$ cat src/rtl/pmc_pkg.sv
package pmc_pkg;

    typedef enum logic [2:0] {
        MODE_RUN  = 3'd0,
        MODE_IDLE = 3'd1,
        MODE_SLOW = 3'd2,
        MODE_PD1  = 3'd3,
        MODE_PD2  = 3'd4,
        MODE_PD3  = 3'd5
    } pmc_mode_e;

    localparam int unsigned PMC_MODE_MAX = 5;

    // one bit per gated target
    typedef struct packed {
        logic cpu;
        logic per;
        logic lcd;
        logic rtc;
        logic main_osc;
        logic rc_osc;
    } pmc_gate_t;

endpackage

$ cat src/rtl/pmc_sync.sv
module pmc_sync #(
    parameter int unsigned WIDTH  = 3,
    parameter int unsigned STAGES = 2
) (
    input  logic             clk,
    input  logic             rst_n,
    input  logic [WIDTH-1:0] din,
    output logic [WIDTH-1:0] dout
);

    logic [STAGES-1:0][WIDTH-1:0] chain_d, chain_q;

    always_comb begin
        chain_d = chain_q;
        chain_d[0] = din;
        for (int s = 1; s < STAGES; s++) begin
            chain_d[s] = chain_q[s-1];
        end
    end

    always_ff @(posedge clk or negedge rst_n) begin
        if (!rst_n) begin
            chain_q <= '0;
        end else begin
            chain_q <= chain_d;
        end
    end

    assign dout = chain_q[STAGES-1];

endmodule

$ cat src/rtl/pmc_slow_div.sv
module pmc_slow_div #(
    parameter int unsigned DIV = 32
) (
    input  logic clk,
    input  logic rst_n,
    input  logic run_en,
    output logic tick
);

    localparam int unsigned CW = (DIV > 1) ? $clog2(DIV) : 1;
    localparam logic [CW-1:0] LAST = CW'(DIV - 1);

    logic [CW-1:0] cnt_d, cnt_q;

    always_comb begin
        if (!run_en) begin
            cnt_d = '0;
        end else if (cnt_q == LAST) begin
            cnt_d = '0;
        end else begin
            cnt_d = cnt_q + 1'b1;
        end
    end

    always_ff @(posedge clk or negedge rst_n) begin
        if (!rst_n) begin
            cnt_q <= '0;
        end else begin
            cnt_q <= cnt_d;
        end
    end

    assign tick = run_en && (cnt_q == LAST);

endmodule

$ cat src/rtl/pmc_settle.sv
module pmc_settle #(
    parameter int unsigned CYCLES = 16
) (
    input  logic clk,
    input  logic rst_n,
    input  logic load,
    output logic busy
);

    localparam int unsigned CW = $clog2(CYCLES + 1);
    localparam logic [CW-1:0] INIT = CW'(CYCLES);

    logic [CW-1:0] cnt_d, cnt_q;

    always_comb begin
        if (load) begin
            cnt_d = INIT;
        end else if (cnt_q != '0) begin
            cnt_d = cnt_q - 1'b1;
        end else begin
            cnt_d = cnt_q;
        end
    end

    always_ff @(posedge clk or negedge rst_n) begin
        if (!rst_n) begin
            cnt_q <= '0;
        end else begin
            cnt_q <= cnt_d;
        end
    end

    assign busy = (cnt_q != '0);

endmodule

$ cat src/rtl/pmc_ctrl.sv
module pmc_ctrl
    import pmc_pkg::*;
#(
    parameter int unsigned SLOW_DIV    = 32,
    parameter int unsigned SETTLE_CYC  = 16,
    parameter int unsigned SYNC_STAGES = 2
) (
    input  logic       clk,
    input  logic       rst_n,
    input  logic       req_valid,
    input  logic [2:0] req_mode,
    input  logic       ext_int0,
    input  logic       rtc_int,
    input  logic       irq,
    output logic       cpu_clk_en,
    output logic       per_clk_en,
    output logic       lcd_clk_en,
    output logic       rtc_clk_en,
    output logic       main_osc_en,
    output logic       rc_osc_en,
    output logic       slow_tick,
    output logic [2:0] cur_mode
);

    localparam int unsigned NSRC = 3;

    typedef struct packed {
        pmc_mode_e mode;
    } ctrl_state_t;

    ctrl_state_t st_d, st_q;
    logic        wake_pd;
    logic        settle_busy;
    logic        tick;
    logic        ext_s, rtc_s, irq_s;
    logic [NSRC-1:0] src_sync;
    logic        req_ok;
    pmc_gate_t   gate;

    pmc_sync #(
        .WIDTH (NSRC),
        .STAGES(SYNC_STAGES)
    ) u_sync (
        .clk  (clk),
        .rst_n(rst_n),
        .din  ({irq, rtc_int, ext_int0}),
        .dout (src_sync)
    );

    assign ext_s = src_sync[0];
    assign rtc_s = src_sync[1];
    assign irq_s = src_sync[2];

    pmc_slow_div #(
        .DIV(SLOW_DIV)
    ) u_div (
        .clk   (clk),
        .rst_n (rst_n),
        .run_en(st_q.mode == MODE_SLOW),
        .tick  (tick)
    );

    pmc_settle #(
        .CYCLES(SETTLE_CYC)
    ) u_settle (
        .clk  (clk),
        .rst_n(rst_n),
        .load (wake_pd),
        .busy (settle_busy)
    );

    assign req_ok = req_valid && (int'(req_mode) <= PMC_MODE_MAX);

    // next-state
    always_comb begin
        st_d    = st_q;
        wake_pd = 1'b0;
        unique case (st_q.mode)
            MODE_RUN: begin
                if (req_ok && !settle_busy) begin
                    st_d.mode = pmc_mode_e'(req_mode);
                end
            end
            MODE_SLOW: begin
                if (req_ok && (req_mode == 3'd0)) begin
                    st_d.mode = MODE_RUN;
                end
            end
            MODE_IDLE: begin
                if (ext_s || rtc_s || irq_s) begin
                    st_d.mode = MODE_RUN;
                end
            end
            MODE_PD1: begin
                if (ext_s) begin
                    st_d.mode = MODE_RUN;
                    wake_pd   = 1'b1;
                end
            end
            MODE_PD2, MODE_PD3: begin
                if (ext_s || rtc_s) begin
                    st_d.mode = MODE_RUN;
                    wake_pd   = 1'b1;
                end
            end
            default: st_d.mode = MODE_RUN;
        endcase
    end

    always_ff @(posedge clk or negedge rst_n) begin
        if (!rst_n) begin
            st_q.mode <= MODE_RUN;
        end else begin
            st_q <= st_d;
        end
    end

    // gate map
    always_comb begin
        gate = '1;
        unique case (st_q.mode)
            MODE_RUN: begin
                if (settle_busy) begin
                    gate.cpu = 1'b0;
                    gate.per = 1'b0;
                end
            end
            MODE_IDLE: gate.cpu = 1'b0;
            MODE_SLOW: begin
                gate.cpu = tick;
                gate.per = tick;
                gate.lcd = tick;
                gate.rtc = tick;
            end
            MODE_PD1: gate = '0;
            MODE_PD2: begin
                gate     = '0;
                gate.lcd = 1'b1;
                gate.rtc = 1'b1;
            end
            MODE_PD3: begin
                gate     = '0;
                gate.rtc = 1'b1;
            end
            default: gate = '1;
        endcase
    end

    assign cpu_clk_en  = gate.cpu;
    assign per_clk_en  = gate.per;
    assign lcd_clk_en  = gate.lcd;
    assign rtc_clk_en  = gate.rtc;
    assign main_osc_en = gate.main_osc;
    assign rc_osc_en   = gate.rc_osc;
    assign slow_tick   = tick;
    assign cur_mode    = st_q.mode;

endmodule

$ cat config.mk
export PLATFORM = sky130hd
export DESIGN_NAME = pmc_ctrl
export DESIGN_NICKNAME = d
export VERILOG_FILES = /design/src/rtl/pmc_pkg.sv /design/src/rtl/pmc_sync.sv /design/src/rtl/pmc_slow_div.sv /design/src/rtl/pmc_settle.sv /design/src/rtl/pmc_ctrl.sv
export SDC_FILE = /design/constraint.sdc
export NUM_CORES = 1
export LEC_CHECK = 0
export ABC_AREA = 1
export CELL_PAD_IN_SITES_DETAIL_PLACEMENT = 1
export CELL_PAD_IN_SITES_GLOBAL_PLACEMENT = 1
export CORE_MARGIN = 10
export CORE_UTILIZATION = 33
export DETAILED_ROUTE_END_ITERATION = 8
export DONT_BUFFER_PORTS = 1
export PLACE_DENSITY = 0.6
export SETUP_SLACK_MARGIN = 0.15
export SYNTH_ARGS = -nofsm -noshare
export SYNTH_HDL_FRONTEND = slang
export SYNTH_HIERARCHICAL = 1
export SYNTH_SLANG_ARGS = --single-unit
$ cat constraint.sdc
create_clock -name clk -period 2.1 [get_ports clk]
set_input_delay 0.42 -clock clk [delete_from_list [all_inputs] [get_ports clk]]
set_output_delay 0.42 -clock clk [all_outputs]
set_load 0.05 [all_outputs]
* Word-level counts from Yosys, hierarchy flattened
Cells that the tools add are included.
** Word-level totals
- Register bits after elaboration :: 19
- Bits in latches :: 0
- Bits in writable memories :: 0
- ROM bits :: 0
- Input port bits :: 9
- Output and inout port bits :: 10
- Word-level logic and storage cells :: 52
- Memories :: 0
** Operators by class
- Add/subtract/negate cells :: 2
- Multipliers :: 0
- Div/mod/pow operators :: 0
- $lt $le $gt $ge :: 1
- Equal/unequal tests :: 11
- Shift operators :: 0
- Muxes and demuxes :: 18
- Bitwise logic cells :: 0
- Reduce and logical (&&, ||, !) cells :: 15
** Operators by type and width (count)
- $mux W5 :: 4
- $mux W3 :: 5
- $pmux W3 S5 :: 1
- $ne A2 B2 Y1 const B :: 4
- $eq A3 B2 Y1 const B :: 2
- $eq A3 B3 Y1 const B :: 2
- $logic_not A3 Y1 :: 2
- $pmux W1 S3 :: 2
- $pmux W2 S3 :: 1
- $add A5 B1 Y5 const B :: 1
- $eq A5 B5 Y1 const B :: 1
- $reduce_and A5 Y1 :: 1
- $reduce_bool A5 Y1 :: 1
- $sub A5 B1 Y5 const B :: 1
- $logic_and A1 B1 Y1 :: 4
- $mux W2 :: 2
- $reduce_or A4 Y1 :: 1
- $eq A3 B1 Y1 const B :: 1
- $le A3 B3 Y1 const B :: 1
- $reduce_or A3 Y1 :: 1
- $logic_or A1 B1 Y1 :: 2
- $mux W1 :: 2
- $ne A2 B1 Y1 const B :: 1
- $pmux W1 S2 :: 1
- other kinds (3) :: 3

* Depth between registers and ports, before layout
- Depth after elaboration :: 5
- Mapped depth :: 11

* Cells and area by module
Netlist, hierarchy kept.
** By module, submodules not included
- pmc_ctrl :: times used 1, cells an instance 60, area each 317.8 sq um
- pmc_settle :: times used 1, cells an instance 33, area each 260.2 sq um
- pmc_slow_div :: times used 1, cells an instance 26, area each 239.0 sq um
- pmc_sync :: times used 1, cells an instance 6, area each 150.1 sq um

* Least setup slack after synthesis
Ideal clock, no wire load.
- Path type :: reg2out
- Start :: register st_q (netlist bit cur_mode[1])
- End :: output port lcd_clk_en
- Data arrival time :: 2.380 ns
- Slack :: -0.700 ns
- Cell stages (with the launch flop) :: 7
- Path buffers :: 0
- Cell sequence :: dfrtp_1 nand2_2 nor2_2 nand2_1 inv_1 nand2_1 a22oi_1
** On the way
- Cells in the longest elaborated chain, start to end :: 3
- Elaborated cells on any way between the ends :: 5
- Those cells by class :: eq/ne (3); mux (1); reduce/logical (1)
** RTL lines
- start: declaration :: line pmc_ctrl.sv:31 : ctrl_state_t st_d, st_q;
- start signal: assignment :: line pmc_ctrl.sv:114 : st_q <= st_d;
- $eq A3 B2 Y1 :: line pmc_ctrl.sv:59 : .run_en(st_q.mode == MODE_SLOW),
- $logic_and A1 B1 Y1 :: line pmc_slow_div.sv:33 : assign tick = run_en && (cnt_q == LAST);
- named net slow_tick :: line pmc_ctrl.sv:21 : output logic slow_tick,
- $pmux W2 S3 :: line pmc_ctrl.sv:121 : unique case (st_q.mode)
- end: declaration :: line pmc_ctrl.sv:17 : output logic lcd_clk_en,
The timed path passes the listed nets, and every way through them passes these cells.

* Worst setup path in the final report
- Start :: register u_div.cnt_q[1]
- End :: output port per_clk_en
** On the way
- Cells in the longest elaborated chain, start to end :: 3
** RTL lines
- start: declaration :: line pmc_slow_div.sv:13 : logic [CW-1:0] cnt_d, cnt_q;
- start signal: assignment :: line pmc_slow_div.sv:29 : cnt_q <= cnt_d;
- $eq A5 B5 Y1 :: line pmc_slow_div.sv:33
- $logic_and A1 B1 Y1 :: line pmc_slow_div.sv:33
- $pmux W1 S3 :: line pmc_ctrl.sv:121
- end: declaration :: line pmc_ctrl.sv:16 : output logic per_clk_en,
No other way between the ends.

==> key figures <==
Status
  • Status: finished, violations left
  • Failing checks: setup timing

Clock network
  • CTS Buf Count: 3
  • CTS Sinks: 19
  • CTS tree: built
  • Clk Latency, worst-skew pair: 290 ps
  • CTS root buf: clkbuf_4
  • Max clock buf depth: 2
  • CTS H-tree lvls: 1
  • Clock slew at reported path FFs: 120 ps

Power and ir drop
  • Lkg Pwr: 0.670 nW
  • Clock share of power: 0.100
  • Sequential Power Share: 0.289
  • VDD IR max: 0.655 mV
  • Comb pwr share: 0.611
  • Sw power: 0.000984 W
  • Int Pwr: 0.000919 W
  • Power Dens Cells: 1520 mW/mm2
  • Total power: 0.00190 W
  • Sw Share: 0.517

Hold path
  • Hold Path Class: in -> reg
  • Hold Path Sink: u_sync/chain_d[4]
  • Hold wc startpoint: rtc_int
  • Hold Path Depth: 0

Final layout
  • Most frequent cells in the layout: nand2_1, inv_1, dfrtp_1
  • Nets: 156
  • Area Overhead vs Synth: 29.6%
  • Final Cell Area: 0.00125 mm2
  • Most common cell after layout, fill and taps aside: nand2_1
  • Layout cells sized above 1: 0.315
  • Fin cells: 174
  • Fill count: 341
  • Diodes inserted: 0

Critical path
  • CP Cell Sequence: ha_2, nand2_2, nor2_2, ha_2, nand2_2, clkinvlp_4, nand2_4, o21ai_1, inv_2, nand2_8
  • Slowest stage cell on the critical path: dfrtp_1
  • Worst Setup Start Kind: flip-flop
  • Worst reg-to-reg path cell count: 11
  • Crit path DAT: 1790 ps
  • CP endpoint kind: output pin
  • Required time of the critical path: 1680 ps
  • Launching point of the worst reg2reg path: u_settle/cnt_q[0]
  • Critical path origin: u_div/cnt_q[1]
  • FF-to-FF setup slack: 490 ps
  • Critical Path Fanout Max: 3
  • Slowest cell delay on critical path: 410 ps
  • Capture point of the worst reg-to-reg path: cur_mode[0]
  • Worst Path Class, Setup: reg -> out

Route
  • Post-route DRC violation count: 0
  • Met3 WL: 147 um
  • Starting DRT DRC Count: 36
  • Initial DRT Pass Iterations: 4
  • DR vias: 832
  • Top routing layer in use: met4
  • Wirelength, routed: 2.36 mm
  • Via density: 4.78
  • ANT nets after route: 0
  • Wire per inst: 13.6 um
  • Metal2 WL: 1.13 mm
  • Met1 WL: 1.07 mm

Timing
  • FMAX: 0.453 GHz
  • Final setup viols: 5
  • Slew HR: 0.414
  • Post-layout min period: 2210 ps
  • Worst Tran Pin Value: 876 ps
  • Setup TNS: -483 ps
  • Max Slew Vio Count: 0
  • Final worst slack: -109 ps
  • Unrepaired setup endpoints after global routing: yes
  • Final critical-path share of the clock period: 1.05
  • Layout Skew: 6.83 ps
  • Fin. Hold Viols: 0

Synthesis
  • Yosys cell types: 18
  • Post-synth EDFFs: 0
  • Yosys warns: 6
  • Main synth FF type: dfrtp_1
  • Register bit total from synthesis: 19
  • Synth top area cells: dfrtp_1, nand2_1, inv_1
  • Yosys top cell area share: 0.492
  • Mapped Area: 967 um2
  • Ys async rst share: 1.00
  • Yosys top cell by area: dfrtp_1
  • Syn avg cell area: 7.74 um2
  • Post-Syn Nets: 137
  • Post-synthesis sequential area ratio: 0.492
  • Synth Instances: 125

Floorplanning
  • Core area: 0.00278 mm2
  • Die H: 74.1 um
  • Die ar.: 0.00550 mm2
  • Initial Util: 0.348
  • Rows: 19
  • I/O pin cnt: 19
  • Die Wd: 74.1 um

Placed design
  • PortBufs: 0
  • Post-DP Area: 0.00112 mm2
  • DP Wirelength: 1.80 mm
  • Routability cong.: 0.743
  • Placed insts: 162

Global routing
  • Vias in the first global route: 866
  • First-pass GRT wire length: 3.99 mm
  • Global-route congestion overflow total: 0
  • Gr usage total: 0.0905
  • Antenna violations before repair: 0
  • Pin count of the biggest net entering global routing: 20

Job
  • Max-capacitance violation count: 0
-- synth_stat cells (3+ instances only) --
master	number
nand3_1	8
nor2_1	16
inv_1	20
nor2_2	4
dfrtp_1	19
nand2_2	4
nand2_1	39
ha_1	3
inv_2	3
-- critical path, delay by kind of cell (launching register included) --
family          cells  cell delay, ps
flops               1             410
fa+ha+maj           2             370
compound gates      1              70
buf+inv             2             260
simple gates        5             390
-- metrics by stage --
stage | worst slack (ps) | hold slack [ps] | util
2_1_floorplan | -94.1 | 124 | -
3_3_place_gp | 224 | 125 | 0.402
3_5_place_dp | 120 | 125 | 0.402
4_1_cts | -138 | 134 | 0.438
5_1_grt | -229 | 122 | 0.451
6_report | -109 | 137 | 0.451
-- power groups by stage --
stage	Sequential, W	Clock, W	Combinational [W]
floorplan	0.000626	0	0.000732
global placement	0.000554	0	0.00105
detailed placement	0.000561	0	0.00107
CTS	0.000549	0.000193	0.00114
global route	0.000562	0.000207	0.00129
finish	0.000549	0.000190	0.00116
-- how the worst max path moves through the flow --
stage                  to
6_report       per_clk_en
5_1_grt        lcd_clk_en
4_1_cts        lcd_clk_en
3_5_place_dp   lcd_clk_en
3_3_place_gp   lcd_clk_en
2_1_floorplan  lcd_clk_en
-- repair_timing --
action | 4_1_cts | 5_1_grt
endpoints found under the setup margin | 5 | 7
gates resized for setup | 5 | 5
hold buffers | 1 | 0
hold endpoints to repair | 19 | 0
pin swaps | 3 | 0
buffers inserted | 5 | 2
-- cells by family (layout without fill, tap and decap cells) --
kind of cell,Yosys count,after routing,share of synthesized area
compound gates,3,3,0.0194
simple gates,75,75,0.344
fa+ha+maj,3,3,0.0388
xor+xnor,1,1,0.00906
buf+inv,24,42,0.0970
flops,19,19,0.492
-- cell type report --
type / count / area (um2) / area share
sequential: 19 / 479 / 0.382
multi-input combinational: 82 / 468 / 0.373
timing repair buffer: 15 / 151 / 0.121
inverter: 23 / 90.1 / 0.0719
tap: 31 / 38.8 / 0.0309
clock buffer: 4 / 26.3 / 0.0210
-- layer usage --
metal  global-route usage  vias up
met3               0.0226        2
met2                0.149       16
met5                    0        -
met1                0.111      403
met4               0.0352        0
li1                     -      411
-- sequential cells by signal, summed over array words and instances (netlist names) --
signal / cells
cur_mode: 3
u_div/cnt_q: 5
u_settle/cnt_q: 5
u_sync/chain_d: 3
u_sync/dout: 3
Power figures use the tool's default switching activity.
